### config.mk
export PLATFORM = sky130hd
export DESIGN_NAME = capture_trigger
export DESIGN_NICKNAME = d
export VERILOG_FILES = /design/src/rtl/capture_trigger_pkg.sv /design/src/rtl/ct_sync.sv /design/src/rtl/ct_edge_sel.sv /design/src/rtl/ct_seq_shift.sv /design/src/rtl/capture_trigger.sv
export SDC_FILE = /design/constraint.sdc
export NUM_CORES = 1
export LEC_CHECK = 0
export CORE_ASPECT_RATIO = 1.1
export CORE_MARGIN = 1.5
export CORE_UTILIZATION = 50
export CTS_CLUSTER_DIAMETER = 50
export DETAILED_ROUTE_END_ITERATION = 12
export GPL_TIMING_DRIVEN = 0
export HOLD_SLACK_MARGIN = 0.05
export MAX_ROUTING_LAYER = met4
export PLACE_DENSITY_LB_ADDON = 0.15
export SYNTH_ARGS = -nofsm -noshare
export SYNTH_HDL_FRONTEND = slang
export SYNTH_SLANG_ARGS = --single-unit
### constraint.sdc
create_clock -name clk -period 3.25 [get_ports clk]
set_clock_uncertainty 0.15 [all_clocks]
set_input_delay 0.325 -clock clk [delete_from_list [all_inputs] [get_ports clk]]
set_output_delay 0.325 -clock clk [all_outputs]
set_load 0.02 [all_outputs]
### src/rtl/capture_trigger_pkg.sv
package capture_trigger_pkg;
  typedef enum logic [1:0] {
    TM_RISE   = 2'd0,
    TM_FALL   = 2'd1,
    TM_CHANGE = 2'd2,
    TM_SEQ    = 2'd3
  } trig_mode_e;
endpackage

### src/rtl/ct_sync.sv
module ct_sync #(
  parameter int W      = 1,
  parameter int STAGES = 2
) (
  input  logic         clk,
  input  logic         rst_n,
  input  logic [W-1:0] d,
  output logic [W-1:0] q
);
  logic [W-1:0] stage_q [STAGES];

  always_ff @(posedge clk or negedge rst_n) begin
    if (!rst_n) begin
      for (int i = 0; i < STAGES; i++) stage_q[i] <= '0;
    end else begin
      stage_q[0] <= d;
      for (int i = 1; i < STAGES; i++) stage_q[i] <= stage_q[i-1];
    end
  end

  assign q = stage_q[STAGES-1];
endmodule

### src/rtl/ct_edge_sel.sv
module ct_edge_sel
  import capture_trigger_pkg::*;
#(
  parameter int NPROBE = 8,
  parameter int SELW   = 3
) (
  input  logic              clk,
  input  logic              rst_n,
  input  logic [NPROBE-1:0] lines_s,
  input  logic [SELW-1:0]   sel,
  input  trig_mode_e        mode,
  output logic              edge_hit
);
  logic line_now;
  logic line_prev;

  // Indices past the top of the bus read as 0.
  always_comb begin
    line_now = 1'b0;
    for (int i = 0; i < NPROBE; i++)
      if (sel == SELW'(i)) line_now = lines_s[i];
  end

  always_ff @(posedge clk or negedge rst_n) begin
    if (!rst_n) line_prev <= 1'b0;
    else        line_prev <= line_now;
  end

  always_comb begin
    unique case (mode)
      TM_RISE:   edge_hit = line_now & ~line_prev;
      TM_FALL:   edge_hit = ~line_now & line_prev;
      TM_CHANGE: edge_hit = line_now ^ line_prev;
      default:   edge_hit = 1'b0;
    endcase
  end
endmodule

### src/rtl/ct_seq_shift.sv
module ct_seq_shift #(
  parameter int PAT_W       = 8,
  parameter int SYNC_STAGES = 2,
  localparam int FILLW      = $clog2(PAT_W + 1)
) (
  input  logic             clk,
  input  logic             rst_n,
  input  logic             seq_clk_in,
  input  logic             seq_dat_in,
  input  logic             clear,
  input  logic [PAT_W-1:0] pattern,
  output logic             seq_match,
  output logic [FILLW-1:0] fill
);
  logic [1:0]       pair_s;
  logic             sclk_prev;
  logic             shift_ev;
  logic             shifted_q;
  logic [PAT_W-1:0] shreg;

  ct_sync #(.W(2), .STAGES(SYNC_STAGES)) u_sync (
    .clk  (clk),
    .rst_n(rst_n),
    .d    ({seq_clk_in, seq_dat_in}),
    .q    (pair_s)
  );

  assign shift_ev = pair_s[1] & ~sclk_prev & ~clear;

  always_ff @(posedge clk or negedge rst_n) begin
    if (!rst_n) begin
      sclk_prev <= 1'b0;
      shreg     <= '0;
      fill      <= '0;
      shifted_q <= 1'b0;
    end else begin
      sclk_prev <= pair_s[1];
      shifted_q <= shift_ev;
      if (clear) begin
        shreg <= '0;
        fill  <= '0;
      end else if (shift_ev) begin
        shreg <= {shreg[PAT_W-2:0], pair_s[0]};
        if (fill != FILLW'(PAT_W)) fill <= fill + 1'b1;
      end
    end
  end

  assign seq_match = shifted_q & (fill == FILLW'(PAT_W)) & (shreg == pattern);
endmodule

### src/rtl/capture_trigger.sv
module capture_trigger
  import capture_trigger_pkg::*;
#(
  parameter int NPROBE      = 8,
  parameter int PAT_W       = 8,
  parameter int SYNC_STAGES = 2,
  localparam int SELW       = (NPROBE > 1) ? $clog2(NPROBE) : 1,
  localparam int FILLW      = $clog2(PAT_W + 1)
) (
  input  logic              clk,
  input  logic              rst_n,
  input  logic [NPROBE-1:0] probe_in,
  input  logic [SELW-1:0]   sel_in,
  input  logic [1:0]        mode_in,
  input  logic [PAT_W-1:0]  pattern_in,
  input  logic              seq_clk_in,
  input  logic              seq_dat_in,
  input  logic              clear_in,
  output logic              fired_out
);
  trig_mode_e        mode_q;
  logic [SELW-1:0]   sel_q;
  logic [PAT_W-1:0]  pat_q;
  logic              arm_q;
  logic [NPROBE-1:0] probe_s;
  logic              edge_hit;
  logic              seq_match;
  logic [FILLW-1:0]  seq_fill;
  logic              hit_any;

  // Configuration is captured only while the unit is cleared.
  always_ff @(posedge clk or negedge rst_n) begin
    if (!rst_n) begin
      mode_q <= TM_RISE;
      sel_q  <= '0;
      pat_q  <= '0;
      arm_q  <= 1'b0;
    end else begin
      arm_q <= ~clear_in;
      if (clear_in) begin
        mode_q <= trig_mode_e'(mode_in);
        sel_q  <= sel_in;
        pat_q  <= pattern_in;
      end
    end
  end

  ct_sync #(.W(NPROBE), .STAGES(SYNC_STAGES)) u_probe_sync (
    .clk  (clk),
    .rst_n(rst_n),
    .d    (probe_in),
    .q    (probe_s)
  );

  ct_edge_sel #(.NPROBE(NPROBE), .SELW(SELW)) u_edge (
    .clk     (clk),
    .rst_n   (rst_n),
    .lines_s (probe_s),
    .sel     (sel_q),
    .mode    (mode_q),
    .edge_hit(edge_hit)
  );

  ct_seq_shift #(.PAT_W(PAT_W), .SYNC_STAGES(SYNC_STAGES)) u_seq (
    .clk       (clk),
    .rst_n     (rst_n),
    .seq_clk_in(seq_clk_in),
    .seq_dat_in(seq_dat_in),
    .clear     (clear_in),
    .pattern   (pat_q),
    .seq_match (seq_match),
    .fill      (seq_fill)
  );

  // arm_q holds off detection for one cycle after release, so that the
  // previous-value register has seen the newly selected line.
  assign hit_any = arm_q & ((mode_q == TM_SEQ) ? seq_match : edge_hit);

  always_ff @(posedge clk or negedge rst_n) begin
    if (!rst_n)        fired_out <= 1'b0;
    else if (clear_in) fired_out <= 1'b0;
    else if (hit_any)  fired_out <= 1'b1;
  end
endmodule

# Word level (Yosys, flattened, before mapping)
# Cells that the tools add are included.
[totals]
register_bits = 50
latch_bits = 0
ram_bits = 0
romBits = 0
inputBits = 26
output_inout_bits = 1
elab_cells = 63
n_memories = 0
[classes]
add_sub_neg = 1
multipliers = 0
div_mod_pow = 0
magnitude_cmp = 0
eq_ne = 13
shifts = 0
muxes = 17
bitwise = 12
reduce_logical = 6
[op_table]
columns = ["operator", "count"]
rows = [
  ["8-bit two-way mux", 2],
  ["3-bit == test (second input constant)", 4],
  ["4-bit two-way mux", 3],
  ["1-bit two-way mux", 11],
  ["8-bit == test", 1],
  ["1-bit AND", 7],
  ["3-bit by 2-bit == test with 1-bit output (second input constant)", 2],
  ["2-bit nonzero test", 3],
  ["4-bit by 1-bit adder with 4-bit output (second input constant)", 1],
  ["2-bit == test (second input constant)", 2],
  ["4-bit == test (second input constant)", 1],
  ["4-bit != test (second input constant)", 1],
  ["1-bit inverter", 4],
  ["3-bit by 1-bit == test with 1-bit output (second input constant)", 1],
  ["3-bit logical NOT", 1],
  ["1-bit one-hot mux with 3 select lines", 1],
  ["2-bit by 1-bit == test with 1-bit output (second input constant)", 1],
  ["2-bit logical NOT", 1],
  ["2-bit AND reduction", 1],
  ["1-bit bitwise XOR", 1],
]

# Depth between registers and ports, before layout
[logic_depth]
depth_word = 16
depth_mapped = 8
ltp_nobuf = 8

# Modules after synthesis
# From an unflattened synthesis, not the netlist that was laid out.
[unflattened]
cells_unflattened = 154
area_unflattened_um2 = 2048.2
[modules_own_cells]
columns = ["mod", "instances", "cells_per_inst", "area_each_um2", "seq_area_each_um2"]
rows = [
  ["ct_seq_shift", 1, 76, 691.9, 350.3],
  ["capture_trigger", 1, 35, 611.8, 375.4],
  ["ct_sync at u_probe_sync", 1, 24, 460.4, 400.4],
  ["ct_edge_sel", 1, 13, 168.9, 25.0],
  ["ct_sync at u_seq.u_sync", 1, 6, 115.1, 100.1],
]

# Worst setup path after synthesis
# Ideal clock, no wire load.
[synth_path]
path_type = "reg2reg"
startpoint = "register sel_q[0]"
endpoint = "register fired_out"
setup_time_ns = 0.083
arrival_time_ns = 2.098
required_time_ns = 3.017
path_slack_ns = 0.919
path_stages_with_launch = 9
n_path_buf = 0
synth_period_minus_slack_ns = 2.331
cell_sequence = "dfrtp_1 mux4_1 mux2i_1 inv_1 ha_1 or3b_2 o21ai_0 a21oi_1 o22ai_1"
[synth_between]
elab_chain_cells = 15
elab_cells_between_ends = 24
classes_between = "7 x eq/ne; 10 x mux; 5 x bitwise; 2 x reduce/logical"
[synth_lines]
columns = ["item", "line", "rtl"]
rows = [
  ["from (decl)", "capture_trigger.sv:22", "logic [SELW-1:0] sel_q;"],
  ["from (signal assigned)", "capture_trigger.sv:42", "sel_q <= sel_in;"],
  ["3-bit logical NOT", "ct_edge_sel.sv:21", "if (sel == SELW'(i)) line_now = lines_s[i];"],
  ["1-bit two-way mux (7 in series)", "ct_edge_sel.sv:21", ""],
  ["1-bit two-way mux *", "ct_edge_sel.sv:21", ""],
  ["net u_edge.line_now", "ct_edge_sel.sv:14", "logic line_now;"],
  ["1-bit inverter", "ct_edge_sel.sv:32", "TM_FALL: edge_hit = ~line_now & line_prev;"],
  ["1-bit AND", "ct_edge_sel.sv:32", ""],
  ["1-bit one-hot mux with 3 select lines *", "ct_edge_sel.sv:30", "unique case (mode)"],
  ["1-bit two-way mux *", "capture_trigger.sv:77", "assign hit_any = arm_q & ((mode_q == TM_SEQ) ? seq_match : edge_hit);"],
  ["1-bit AND *", "capture_trigger.sv:77", ""],
  ["2-bit nonzero test (no source line) *", "n/a", ""],
  ["to (signal assigned)", "capture_trigger.sv:80", "if (!rst_n) fired_out <= 1'b0;"],
  ["to (signal assigned)", "capture_trigger.sv:81", "else if (clear_in) fired_out <= 1'b0;"],
  ["to (signal assigned)", "capture_trigger.sv:82", "else if (hit_any) fired_out <= 1'b1;"],
  ["to (decl)", "capture_trigger.sv:19", "output logic fired_out"],
]
# The timed path passes the listed nets; every way through them passes the cells marked *.
# A chain may end at the register's enable or synchronous reset.

# Final worst setup path
# Same ends and word-level chain as after synthesis.

==> results.py <==
metrics = {
    "sta": {
        "setup_viol": 0,
        "rsz0062_at_grt": "false",
        "slew_violations": 0,
        "timing.final.crit_share_pct": 77.8,
        "max_freq_mhz": 396,
        "max_slew_margin_pct": 63.9,
        "fin_setup_tns_ns": 0,
        "worst_pin_slew_ns": 0.542,
        "fin_crit_ns": 2.53,
        "finalHoldViolations": 0,
    },
    "worst_setup_path": {
        "critPathMaxFanout": 3,
        "required_ns": 3.33,
        "cpMaxStageDelayCell": "mux4_1",
        "path_delay_family": "multiplexers",
        "cp-start-kind": "flip-flop",
        "end_kind": "flip-flop",
        "crit_type": "reg2reg",
        "crit_chain": "mux4_1 > mux2i_1 > inv_1 > ha_1 > or3b_2 > o21ai_0 > a21oi_1 > o22ai_1",
        "timing.critical_path.slowest_cell_delay_ns": 0.58,
        "path_buf_inv": 1,
        "cp.arrival_ns": 2.61,
        "r2r-start": "sel_q[0]$_DFFE_PN0P_",
        "cp-startpoint": "sel_q[0]$_DFFE_PN0P_",
    },
    "floorplan": {
        "io_pins": 27,
        "die-width_um": 61.6,
        "fp.dieH_um": 67.4,
        "design.core.area_mm2": 0.00363,
        "rows": 23,
        "initial_utilization_pct": 52.0,
        "die-area_mm2": 0.00415,
    },
    "layout": {
        "drive_above_1_share_pct": 14.9,
        "final_util_pct": 65.4,
        "n_antenna_cell": 0,
        "regArea_mm2": 0.00125,
        "nNetsFinal": 204,
        "multi_input_area_um2": 591,
        "fin_area_mm2": 0.00237,
        "syn2layout_area_growth_pct": 25.7,
        "final.fill_count": 301,
        "final_cells": 225,
    },
    "power": {
        "power_switching_uw": 275,
        "pwr-share-comb_pct": 9.3,
        "power_frac_seq_pct": 51.8,
        "internal-power_uw": 1040,
        "peakVddDrop_v": 0.000358,
        "powerDensity_mw_per_mm2": 554,
        "p_clk_share_pct": 38.9,
        "p_leak_uw": 0.00104,
        "switching_share_pct": 21.0,
    },
    "synthesis": {
        "synth_area_per_cell_um2": 13.6,
        "synth_top_area_share_pct": 66.4,
        "syn_nets": 169,
        "synth_warnings": 0,
        "synthTopCellsByArea": "dfrtp_1, mux2_2, nand2_1, xor2_1, mux4_1",
        "synth_cell_types": 23,
        "synth_top_cell_by_area": "dfrtp_1",
        "postSynthCellCount": 139,
        "ys_seq_area_share_pct": 66.4,
        "ys_seq_elements": 50,
        "synth_area_mm2": 0.00189,
    },
    "detailed_routing": {
        "drc": 0,
        "first_pass_iters": 4,
        "viasPerCell": 4.91,
        "ant_nets": 0,
        "drt_iter0_drc": 49,
        "drt-total-wl_um": 3070,
        "via_count": 1105,
        "wl_per_cell_um": 13.6,
    },
    "clocking": {
        "hold_buffers": 1,
        "htreeDepth": 2,
        "cts_resized": 0,
        "cts_tree": "yes",
        "post_cts_buffers": 0,
        "path_clk_slew_ns": 0.09,
        "cts_sinks": 50,
        "numCtsBuffers": 5,
        "cts.path.max_buffers": 2,
        "insertion_delay_ns": 0.30,
        "cts_root_buf": "clkbuf_8",
    },
    "grt": {
        "antenna_found_initial": 0,
        "grt_max_degree": 28,
        "grt_pass1_vias": 1170,
        "grt_pass1_wl_um": 5080,
        "grt-ovfl-total": 0,
        "track_usage_pct": 18.1,
    },
    "place": {
        "dp.cells": 216,
        "hpwl_um": 2260,
        "io_buffers": 26,
        "placed_cell_area_mm2": 0.00222,
        "gp_congestion": 0.735,
    },
    "job": {
        "cap_violations": 0,
    },
    "status": {
        "outcome": "completed",
    },
    "worst_hold_path": {
        "hp-start": "u_probe_sync.stage_q[15]$_DFF_PN0_",
        "hp-class": "reg2reg",
    },
}
[worst register-to-register path: stages, from the launching register on]
cell and delay [ns]:
dfrtp_1 0.40, mux4_1 0.58, mux2i_1 0.21, inv_1 0.09, ha_1 0.26, or3b_2 0.43
o21ai_0 0.10, a21oi_1 0.09, o22ai_1 0.14
[layout by cell type (no fill, tap or decap)]
| master | Yosys | layout |
|---|---|---|
| buf_12 | 0 | 1 |
| clkbuf_8 | 0 | 5 |
| dlygate4sd3_1 | 0 | 1 |
| bufinv_16 | 0 | 2 |
| clkbuf_1 | 3 | 3 |
| xnor2_1 | 4 | 4 |
| dfrtp_1 | 50 | 50 |
| ha_1 | 4 | 4 |
| mux2i_1 | 2 | 2 |
| mux4_1 | 2 | 2 |
| nor4_1 | 1 | 1 |
| clkdlybuf4s50_1 | 0 | 25 |
| a21oi_1 | 10 | 10 |
| nand2b_1 | 1 | 1 |
| nand3b_4 | 1 | 1 |
| buf_2 | 2 | 3 |
| or4_1 | 1 | 1 |
| nand2_1 | 19 | 19 |
| mux2_2 | 12 | 12 |
| or3b_2 | 1 | 1 |
| o21ai_0 | 2 | 2 |
| inv_1 | 6 | 6 |
| nor2b_1 | 1 | 1 |
| clkinv_4 | 0 | 1 |
| nor2_1 | 4 | 4 |
| nand4_1 | 3 | 3 |
| xor2_1 | 7 | 7 |
| nand3_1 | 2 | 2 |
| o22ai_1 | 1 | 1 |
[area by class of cell]
| type | count | share of cell area [%] |
|---|---|---|
| clock buffers | 5 | 2.90 |
| multi-input cells | 78 | 24.9 |
| flip-flops and latches | 50 | 52.8 |
| repair buffers | 28 | 12.0 |
| plain buffers | 5 | 0.897 |
| inverters | 6 | 0.950 |
| clock inverters | 3 | 2.90 |
| well taps | 50 | 2.64 |
[layer usage]
metal  vias to the layer above  wire [um]  global-route usage [%]  share of wire, %
met5                         -          0                       -                 0
met4                         0         74                    8.78               2.4
met3                         7        130                    6.32               4.2
met2                        23       1570                    29.3                51
met1                       544       1290                    19.7                42
li1                        531          -                       -                 -
[registers in the layout, indices dropped and copies added (netlist names)]
register,count
u_seq.u_sync.q,2
u_seq.shifted_q,1
u_seq.u_sync.stage_q,2
u_probe_sync.q,8
mode_q,2
u_seq.shreg,8
u_probe_sync.stage_q,8
pat_q,8
u_seq.sclk_prev,1
u_seq.fill,4
arm_q,1
sel_q,3
u_edge.line_prev,1
fired_out,1
[per-stage QoR]
stage,worst slack [ns],hold WS [ns],power (uW)
floorplan,0.919,-0.121,751
global placement,0.434,0.182,808
detailed placement,0.716,0.185,817
CTS,0.696,0.205,1330
global route,0.544,0.216,1370
finish,0.722,0.202,1310
[final timing paths]
kind	to	slack, ns	depth (start not counted)
max	fired_out$_DFFE_PN0P_	0.72	8
min	u_probe_sync.q[7]$_DFF_PN0_	0.20	0
max reg2reg	fired_out$_DFFE_PN0P_	0.72	8
min reg2reg	u_probe_sync.q[7]$_DFF_PN0_	0.20	0
max in group asynchronous	u_seq.u_sync.stage_q[3]$_DFF_PN0_	2.05	3
min in group asynchronous	u_probe_sync.q[6]$_DFF_PN0_	0.38	2
[power groups by stage]
stage / sequential (uW) / combinational (uW) / clock [uW]
final: 680 / 122 / 510
after global routing: 684 / 139 / 550
after CTS: 681 / 125 / 527
after detailed placement: 693 / 124 / 0
after global placement: 691 / 117 / 0
after floorplan: 689 / 62.0 / 0
[logic make-up (layout without fill, tap and decap cells)]
kind of cell | count (synthesis) | in the layout | share of synthesized area [%]
XOR/XNOR | 11 | 11 | 5.11
multiplexers | 16 | 16 | 11.0
AND/OR/NAND/NOR | 34 | 34 | 9.03
flip-flops | 50 | 50 | 66.4
adder cells (fa/ha/maj) | 4 | 4 | 2.65
buffers and inverters | 11 | 47 | 2.32
AO/OA/AOI/OAI | 13 | 13 | 3.52
[synthesized netlist by cell type]
master,n
nand3_1,2
buf_2,2
or3b_2,1
nor2b_1,1
o22ai_1,1
nand2_1,19
nand3b_4,1
inv_1,6
nor2_1,4
xnor2_1,4
ha_1,4
or4_1,1
xor2_1,7
o21ai_0,2
nand2b_1,1
mux2_2,12
clkbuf_1,3
a21oi_1,10
mux4_1,2
nand4_1,3
dfrtp_1,50
mux2i_1,2
nor4_1,1
No activity file was read; power rests on OpenSTA's default activity.
